==> config.mk <==
export PLATFORM = sky130hd
export DESIGN_NAME = qexec_alu
export DESIGN_NICKNAME = d
export VERILOG_FILES = /design/src/rtl/qexec_pkg.sv /design/src/rtl/qexec_arith.sv /design/src/rtl/qexec_bitwise.sv /design/src/rtl/qexec_shift.sv /design/src/rtl/qexec_alu.sv
export SDC_FILE = /design/constraint.sdc
export NUM_CORES = 2
export LEC_CHECK = 0
export BUFFER_PORTS_ARGS = -buffer_cell sky130_fd_sc_hd__buf_4
export CAP_MARGIN = 5
export CORE_ASPECT_RATIO = 0.8
export CORE_MARGIN = 5
export CORE_UTILIZATION = 58
export DETAILED_ROUTE_END_ITERATION = 7
export GPL_TIMING_DRIVEN = 0
export PLACE_DENSITY = 0.75
export SLEW_MARGIN = 25
export SYNTH_ARGS = -nofsm -noshare
export SYNTH_HDL_FRONTEND = slang
export SYNTH_SLANG_ARGS = --single-unit
==> constraint.sdc <==
create_clock -name clk -period 143 [get_ports clk]
set_clock_uncertainty 0.05 [all_clocks]
set_input_delay 7.15 -clock clk [delete_from_list [all_inputs] [get_ports clk]]
set_output_delay 7.15 -clock clk [all_outputs]
set_load 0.05 [all_outputs]
==> src/rtl/qexec_pkg.sv <==
package qexec_pkg;

   localparam int unsigned OP_W = 4;

   typedef enum logic [OP_W-1:0] {
      OP_ADD = 4'd0,
      OP_SUB = 4'd1,
      OP_MUL = 4'd2,
      OP_DIV = 4'd3,
      OP_AND = 4'd4,
      OP_OR  = 4'd5,
      OP_SRL = 4'd6,
      OP_SLL = 4'd7,
      OP_SRA = 4'd8
   } qop_e;

endpackage

==> src/rtl/qexec_arith.sv <==
module qexec_arith #(
   parameter int W = 32
) (
   input  logic [1:0]   sel,
   input  logic [W-1:0] lhs,
   input  logic [W-1:0] rhs,
   output logic [W-1:0] result,
   output logic         div_zero
);

   logic [W-1:0] prod_lo;
   logic [W-1:0] quot;

   assign prod_lo  = lhs * rhs;
   assign div_zero = (rhs == '0);
   assign quot     = div_zero ? {W{1'b1}} : (lhs / rhs);

   always_comb begin
      unique case (sel)
         2'd0:    result = lhs + rhs;
         2'd1:    result = lhs - rhs;
         2'd2:    result = prod_lo;
         default: result = quot;
      endcase
   end

endmodule

==> src/rtl/qexec_bitwise.sv <==
module qexec_bitwise #(
   parameter int W = 32
) (
   input  logic         use_or,
   input  logic [W-1:0] lhs,
   input  logic [W-1:0] rhs,
   output logic [W-1:0] result
);

   assign result = use_or ? (lhs | rhs) : (lhs & rhs);

endmodule

==> src/rtl/qexec_shift.sv <==
module qexec_shift #(
   parameter int W    = 32,
   parameter int SW   = 5,
   parameter int IMPL = 0
) (
   input  logic [W-1:0]  val,
   input  logic [SW-1:0] amt,
   input  logic          go_left,
   input  logic          sign_fill,
   output logic [W-1:0]  out
);

   if (IMPL == 0) begin : g_barrel
      logic [W-1:0] src;
      logic [W-1:0] stg [SW+1];
      logic         fill;

      // A left shift is a right shift of the bit-reversed word.
      for (genvar i = 0; i < W; i++) begin : g_rev
         assign src[i] = go_left ? val[W-1-i] : val[i];
         assign out[i] = go_left ? stg[SW][W-1-i] : stg[SW][i];
      end

      assign fill   = sign_fill & ~go_left & val[W-1];
      assign stg[0] = src;

      for (genvar k = 0; k < SW; k++) begin : g_stage
         localparam int D = 1 << k;
         assign stg[k+1] = amt[k] ? {{D{fill}}, stg[k][W-1:D]} : stg[k];
      end
   end else begin : g_operator
      always_comb begin
         if (go_left)        out = val << amt;
         else if (sign_fill) out = $signed(val) >>> amt;
         else                out = val >> amt;
      end
   end

endmodule

==> src/rtl/qexec_alu.sv <==
module qexec_alu #(
   parameter int DATA_W     = 32,
   parameter int SHAMT_W    = $clog2(DATA_W),
   parameter int SHIFT_IMPL = 0
) (
   input  logic                clk,
   input  logic                rst_n,
   input  logic                req_valid,
   input  logic [3:0]          req_op,
   input  logic [DATA_W-1:0]   opa,
   input  logic [DATA_W-1:0]   opb,
   input  logic [SHAMT_W-1:0]  shamt,
   output logic                res_valid,
   output logic [DATA_W-1:0]   res_data,
   output logic                res_dbz
);
   import qexec_pkg::*;

   if (DATA_W < 8 || (DATA_W & (DATA_W - 1)) != 0) begin : g_bad_width
      $error("qexec_alu: DATA_W must be a power of two of at least 8");
   end
   if (SHAMT_W != $clog2(DATA_W)) begin : g_bad_shamt
      $error("qexec_alu: SHAMT_W must equal clog2(DATA_W)");
   end
   if (SHIFT_IMPL != 0 && SHIFT_IMPL != 1) begin : g_bad_impl
      $error("qexec_alu: SHIFT_IMPL must be 0 or 1");
   end

   qop_e               op;
   logic [DATA_W-1:0]  arith_res;
   logic [DATA_W-1:0]  bit_res;
   logic [DATA_W-1:0]  shift_res;
   logic               rhs_zero;
   logic [DATA_W-1:0]  next_res;
   logic               next_dbz;

   assign op = qop_e'(req_op);

   qexec_arith #(.W(DATA_W)) u_arith (
      .sel      (req_op[1:0]),
      .lhs      (opa),
      .rhs      (opb),
      .result   (arith_res),
      .div_zero (rhs_zero)
   );

   qexec_bitwise #(.W(DATA_W)) u_bitwise (
      .use_or (req_op[0]),
      .lhs    (opa),
      .rhs    (opb),
      .result (bit_res)
   );

   qexec_shift #(.W(DATA_W), .SW(SHAMT_W), .IMPL(SHIFT_IMPL)) u_shift (
      .val       (opb),
      .amt       (shamt),
      .go_left   (op == OP_SLL),
      .sign_fill (op == OP_SRA),
      .out       (shift_res)
   );

   always_comb begin
      next_dbz = 1'b0;
      case (op)
         OP_ADD, OP_SUB, OP_MUL: next_res = arith_res;
         OP_DIV: begin
            next_res = arith_res;
            next_dbz = rhs_zero;
         end
         OP_AND, OP_OR:          next_res = bit_res;
         OP_SRL, OP_SLL, OP_SRA: next_res = shift_res;
         default:                next_res = '0;
      endcase
   end

   always_ff @(posedge clk) begin
      if (!rst_n) begin
         res_valid <= 1'b0;
         res_data  <= '0;
         res_dbz   <= 1'b0;
      end else begin
         res_valid <= req_valid;
         res_dbz   <= req_valid & next_dbz;
         if (req_valid) res_data <= next_res;
      end
   end

endmodule

After elaboration in Yosys (flattened, before gate mapping)
Index checks and enable logic that the tools add are counted.
- flip-flop bits (word level): 34
- output and inout port bits: 34
- $add $sub $neg: 2
- $mul: 1
- divide/modulo/power cells: 1
- equal/unequal tests: 10
- multiplexer cells: 74
- bitwise gates (word level): 6
- reduce and logical (&&, ||, !) cells: 6
- operator list (kind ; count):
    $mux W32 ; 7
    $pmux W32 S3 ; 2
    $mux W1 ; 65
    $add A32 B32 Y32 ; 1
    $and A32 B32 Y32 ; 1
    $div A32 B32 Y32 ; 1
    $logic_not A32 Y1 ; 1
    $mul A32 B32 Y32 ; 1
    $or A32 B32 Y32 ; 1
    $sub A32 B32 Y32 ; 1
    $eq A4 B3 Y1 const B ; 4
    $eq A4 B2 Y1 const B ; 2
    $eq A4 B1 Y1 const B ; 1
    $eq A4 B4 Y1 const B ; 1
    $logic_not A4 Y1 ; 1
    $reduce_or A4 Y1 ; 1
    $and A1 B1 Y1 ; 3
    $reduce_or A3 Y1 ; 1
    $eq A2 B1 Y1 const B ; 1
    $eq A2 B2 Y1 const B ; 1
    $logic_not A2 Y1 ; 1
    $reduce_or A2 Y1 ; 1
    $not A1 Y1 ; 1

Depth between registers and ports, before layout
- word-level depth: 11
- mapped depth: 344
- depth with buffers taken out: 311

Modules after synthesis
A second synthesis with hierarchy kept.
- cell total of the unflattened synthesis: 7282
- area total of the unflattened synthesis: 52944.5 µm²
- by module, submodules not included (module ; instances ; cells each ; area an instance (µm²) ; seq. area each (µm²)):
    qexec_arith ; 1 ; 6586 ; 47279.1 ; 0.0
    qexec_shift ; 1 ; 465 ; 3562.2 ; 0.0
    qexec_alu ; 1 ; 196 ; 1711.6 ; 680.7
    qexec_bitwise ; 1 ; 35 ; 391.6 ; 0.0

Worst setup path after synthesis
Ideal clock, no wire load.
- path type: input to register
- start: in opb[0]
- end: reg res_data[0]
- arrival: 76.323 ns
- path slack: 66.508 ns
- stages: 307
- buffers on the path: 43
- path through: clkbuf_1 clkinv_1 ha_1 o21ba_2 nand3_1 nand2_1 o21ai_0 ha_1 o21a_1 o311ai_0 o31ai_1 nand2_1 ha_1 o211ai_1 a2111o_1 a211oi_1 a2bb2oi_1 inv_1 (+271 left out) buf_1 clkbuf_1 o21ai_0 o32ai_1 ha_1 a21oi_1 nor2b_1 o21ai_0 nand2b_1 a21oi_1 nor2b_1 o21ai_0 nand2b_1 a221oi_1 o21ai_0 nand4_1 a31oi_1 o221a_2
- longest elaborated chain between the ends: 8
- RTL lines (item ; RTL line ; RTL):
    from (decl) ; qexec_alu.sv:11 ; input logic [DATA_W-1:0] opb,
    branches (longest 7 deep; another with $div A32 B32 Y32) ; -- ;
    $pmux W32 S3 (*) ; qexec_alu.sv:64 ; case (op)
    to (signal assigned) ; qexec_alu.sv:84 ; if (req_valid) res_data <= next_res;
    to (decl) ; qexec_alu.sv:14 ; output logic [DATA_W-1:0] res_data,
Mark *: on every way between the ends.
A chain may end at the register's enable or synchronous reset.

Worst setup path after layout
- start: in opb[29]
- end: reg res_data[0]
Same word-level chain as after synthesis.

==> impl_results.md <==
- R2r setup slk: 140.89 ns
- Largest cells by area after synthesis: ha_1 17%, fa_1 16%, nand2_1 6.9%
- Via Count: 57,610
- GRT Total Usage: 0.464
- Routability cong.: 1.10
- Outcome: finished clean
- DRC errors left: 0
- I/O Pins: 110
- CP peak stage delay: 0.97 ns
- P per Cell Area: 21.6 nW/um^2
- Worst Tran Pin Value: 1.25 ns
- Syn. warnings: 0
- Die area: 94,800 sq um
- Largest net degree at the start of global routing: 42
- Fin crit share: 0.765
- GR Util met2: 0.634
- DRT Pass-1 Iters: 7
- Synth async-reset ratio: 0
- Yosys reg bits: 34
- Nets: 8,444
- CP startpoint kind: primary input
- Final instance area: 54,300 sq um
- Dpl cell area: 54,000 sq um
- FF-to-FF Start: res_data[31]$_SDFFE_PN0P_
- Critical path peak fanout: 10
- Multi-input logic area: 47,000 sq um
- Number of global-route vias before repair: 53,102
- CTS max path bufs: 2
- First-pass GRT wire length: 337,000 um
- Setup Crit Path Kind: in2reg
- Clock Sinks: 34
- Cell count after synthesis: 7,156
- CTS root buf: clkbuf_16
- Vias per Instance: 6.80
- Final WL: 231,000 um
- CTS Buf Count: 5
- Global route overflow: 0
- Fin Setup TNS: 0 ns
- Worst setup EP type: flop
- Fin crit period: 109.38 ns
- Beginning of the worst hold path: res_data[3]$_SDFFE_PN0P_
- Slew margin rel.: 0.164
- Avg Cell Area, Syn: 7.19 sq um
- Die width: 343 um
- Die height: 276 um
- Number of buffers added on ports: 91
- Max Clk Rate: 0.00914 GHz
- Cell accounting for the most synthesized area: ha_1
- Core Util, Final: 0.619
- Fillers: 8,346
- MaxCap Viol Count: 0
- Min-delay worst type: reg2reg
- Worst Hold End: res_data[3]$_SDFFE_PN0P_
- Final Hold Fails: 0
- Yosys top cell area share: 0.167
- Most frequent cell after synthesis: nand2_1
- Final setup fails: 0
- Main flop type after synthesis: dfxtp_1
- Hold Slack: 0.486 ns
- Clk pin slew, worst setup/hold paths: 0.07 ns
- CP most frequent cell: clkbuf_1
- Hold_buf cts: 0
- Post-synth top cells: 939 x nand2_1, 688 x ha_1, 664 x inv_1, 626 x nor2_1, 525 x a21oi_1
- M3 GR Usage: 0.188
- H-tree depth: 2
- M1 GR Usage: 0.645
- Row count: 97
- Reg-to-Reg End: res_data[31]$_SDFFE_PN0P_
- EDFF count, synth: 0
- GRT busiest layer: met1
- FF-to-FF path depth: 5
- Hold Path Cell Cnt: 2
- HPWL Detailed: 188,000 um
- Number of gates resized after CTS: 0
- Post-CTS setup buffer count: 0
- Syn_nets: 8,329
- Worst Path Required: 143.14 ns
- CTS tree: done
- Max-slew violation count: 0
- Leak: 25.6 nW
- Synth unique cells: 107
- Final ANT Viol Nets: 0
- Layout cells sized above 1: 0.0506
- Storage cell area: 681 sq um
- Largest vdd supply drop: 0.0810 mV
- Core box area: 87,700 sq um
- P&R area growth vs syn: 5.49%
- Slowest-stage cell, CP: a2111oi_0
- Clock latency on the worst-skew pair: 0.30 ns
- Initial antenna violation count: 25
- Power Total: 1.17 mW
- Sequential-to-total area share from yosys stat: 0.0132
- Post-synthesis cell area: 51,400 sq um
- Initial Utilization: 0.586
- Routed wire per std cell: 27.3 um
- Initial drt markers: 8,289
- WP data arrival: 109.52 ns
- RSZ-0062 raised after global routing: no
==> power breakdown <==
| part | internal [mW] | switching (mW) | leakage (nW) |
|---|---|---|---|
| clock network | 0.0100 | 0.00500 | 0.0941 |
| logic | 0.449 | 0.694 | 25.2 |
| registers | 0.0108 | 0.00257 | 0.278 |
==> logic make-up after synthesis <==
family                   synth area share
buffers and inverters              0.0738
multiplexers                       0.0395
AO/OA/AOI/OAI                       0.243
flip-flops                         0.0132
adder cells (fa/ha/maj)             0.332
XOR/XNOR                           0.0827
AND/OR/NAND/NOR                     0.216
==> worst max-delay path: cells and delay by family <==
| family | cells | cell delay, ns |
|---|---|---|
| adder cells (fa/ha/maj) | 31 | 10.40 |
| buffers and inverters | 51 | 23.71 |
| AND/OR/NAND/NOR | 73 | 16.68 |
| multiplexers | 6 | 3.11 |
| AO/OA/AOI/OAI | 154 | 48.34 |
==> metrics by stage <==
stage                     instances  setup WS (ns)
after floorplan                7156          66.51
after global placement         8435          35.12
after detailed placement       8452          38.39
after CTS                      8460          38.32
after global routing           8464          30.70
final                          8476          33.62
==> area by class of cell <==
| type | instances | area share |
|---|---|---|
| Clock buffer | 5 | 0.00231 |
| Sequential cell | 34 | 0.0125 |
| Inverter | 667 | 0.0467 |
| Antenna cell | 16 | 0.000738 |
| Timing Repair Buffer | 108 | 0.0183 |
| Clock inverter | 3 | 0.00127 |
| Tap cell | 1188 | 0.0274 |
| Multi-Input combinational cell | 6119 | 0.867 |
| Buffer | 336 | 0.0240 |
==> layer usage <==
layer,vias to the layer above,part of all wire
li1,25300,-
met1,27158,0.40
met2,4352,0.38
met3,778,0.17
met4,22,0.054
met5,-,0.0011
==> sequential cells by signal (all words and copies together), names as in the netlist <==
signal / cells
res_valid: 1
res_dbz: 1
res_data: 32
==> placed cells by master (no fill, tap or decap), drive strengths merged, types with 52 or more instances in the layout <==
| cell type | synthesis | routed |
|---|---|---|
| o21a | 106 | 106 |
| nor2b | 76 | 76 |
| nor2 | 629 | 629 |
| inv | 664 | 664 |
| fa | 409 | 409 |
| o21ai | 379 | 379 |
| nand2 | 941 | 941 |
| a31oi | 83 | 83 |
| buf | 73 | 181 |
| xnor2 | 321 | 321 |
| a211oi | 97 | 97 |
| a21oi | 527 | 527 |
| nand2b | 60 | 60 |
| mux2 | 55 | 55 |
| clkbuf | 263 | 268 |
| a21o | 191 | 191 |
| nand4 | 52 | 52 |
| nand3 | 115 | 115 |
| nor3 | 151 | 151 |
| and2 | 107 | 107 |
| o211ai | 63 | 63 |
| xor2 | 165 | 165 |
| or3 | 76 | 76 |
| ha | 688 | 688 |
| mux2i | 123 | 123 |
==> how the worst max path moves through the flow <==
stage | start | end | slack (ns)
after floorplan | opb[0] | res_data[0]$_SDFFE_PN0P_ | 66.51
after global placement | opb[0] | res_data[0]$_SDFFE_PN0P_ | 35.12
after detailed placement | opb[29] | res_data[0]$_SDFFE_PN0P_ | 38.39
after CTS | opb[29] | res_data[0]$_SDFFE_PN0P_ | 38.32
after global routing | opb[29] | res_data[0]$_SDFFE_PN0P_ | 30.70
final | opb[29] | res_data[0]$_SDFFE_PN0P_ | 33.62
(Power assumes the default switching activity.)
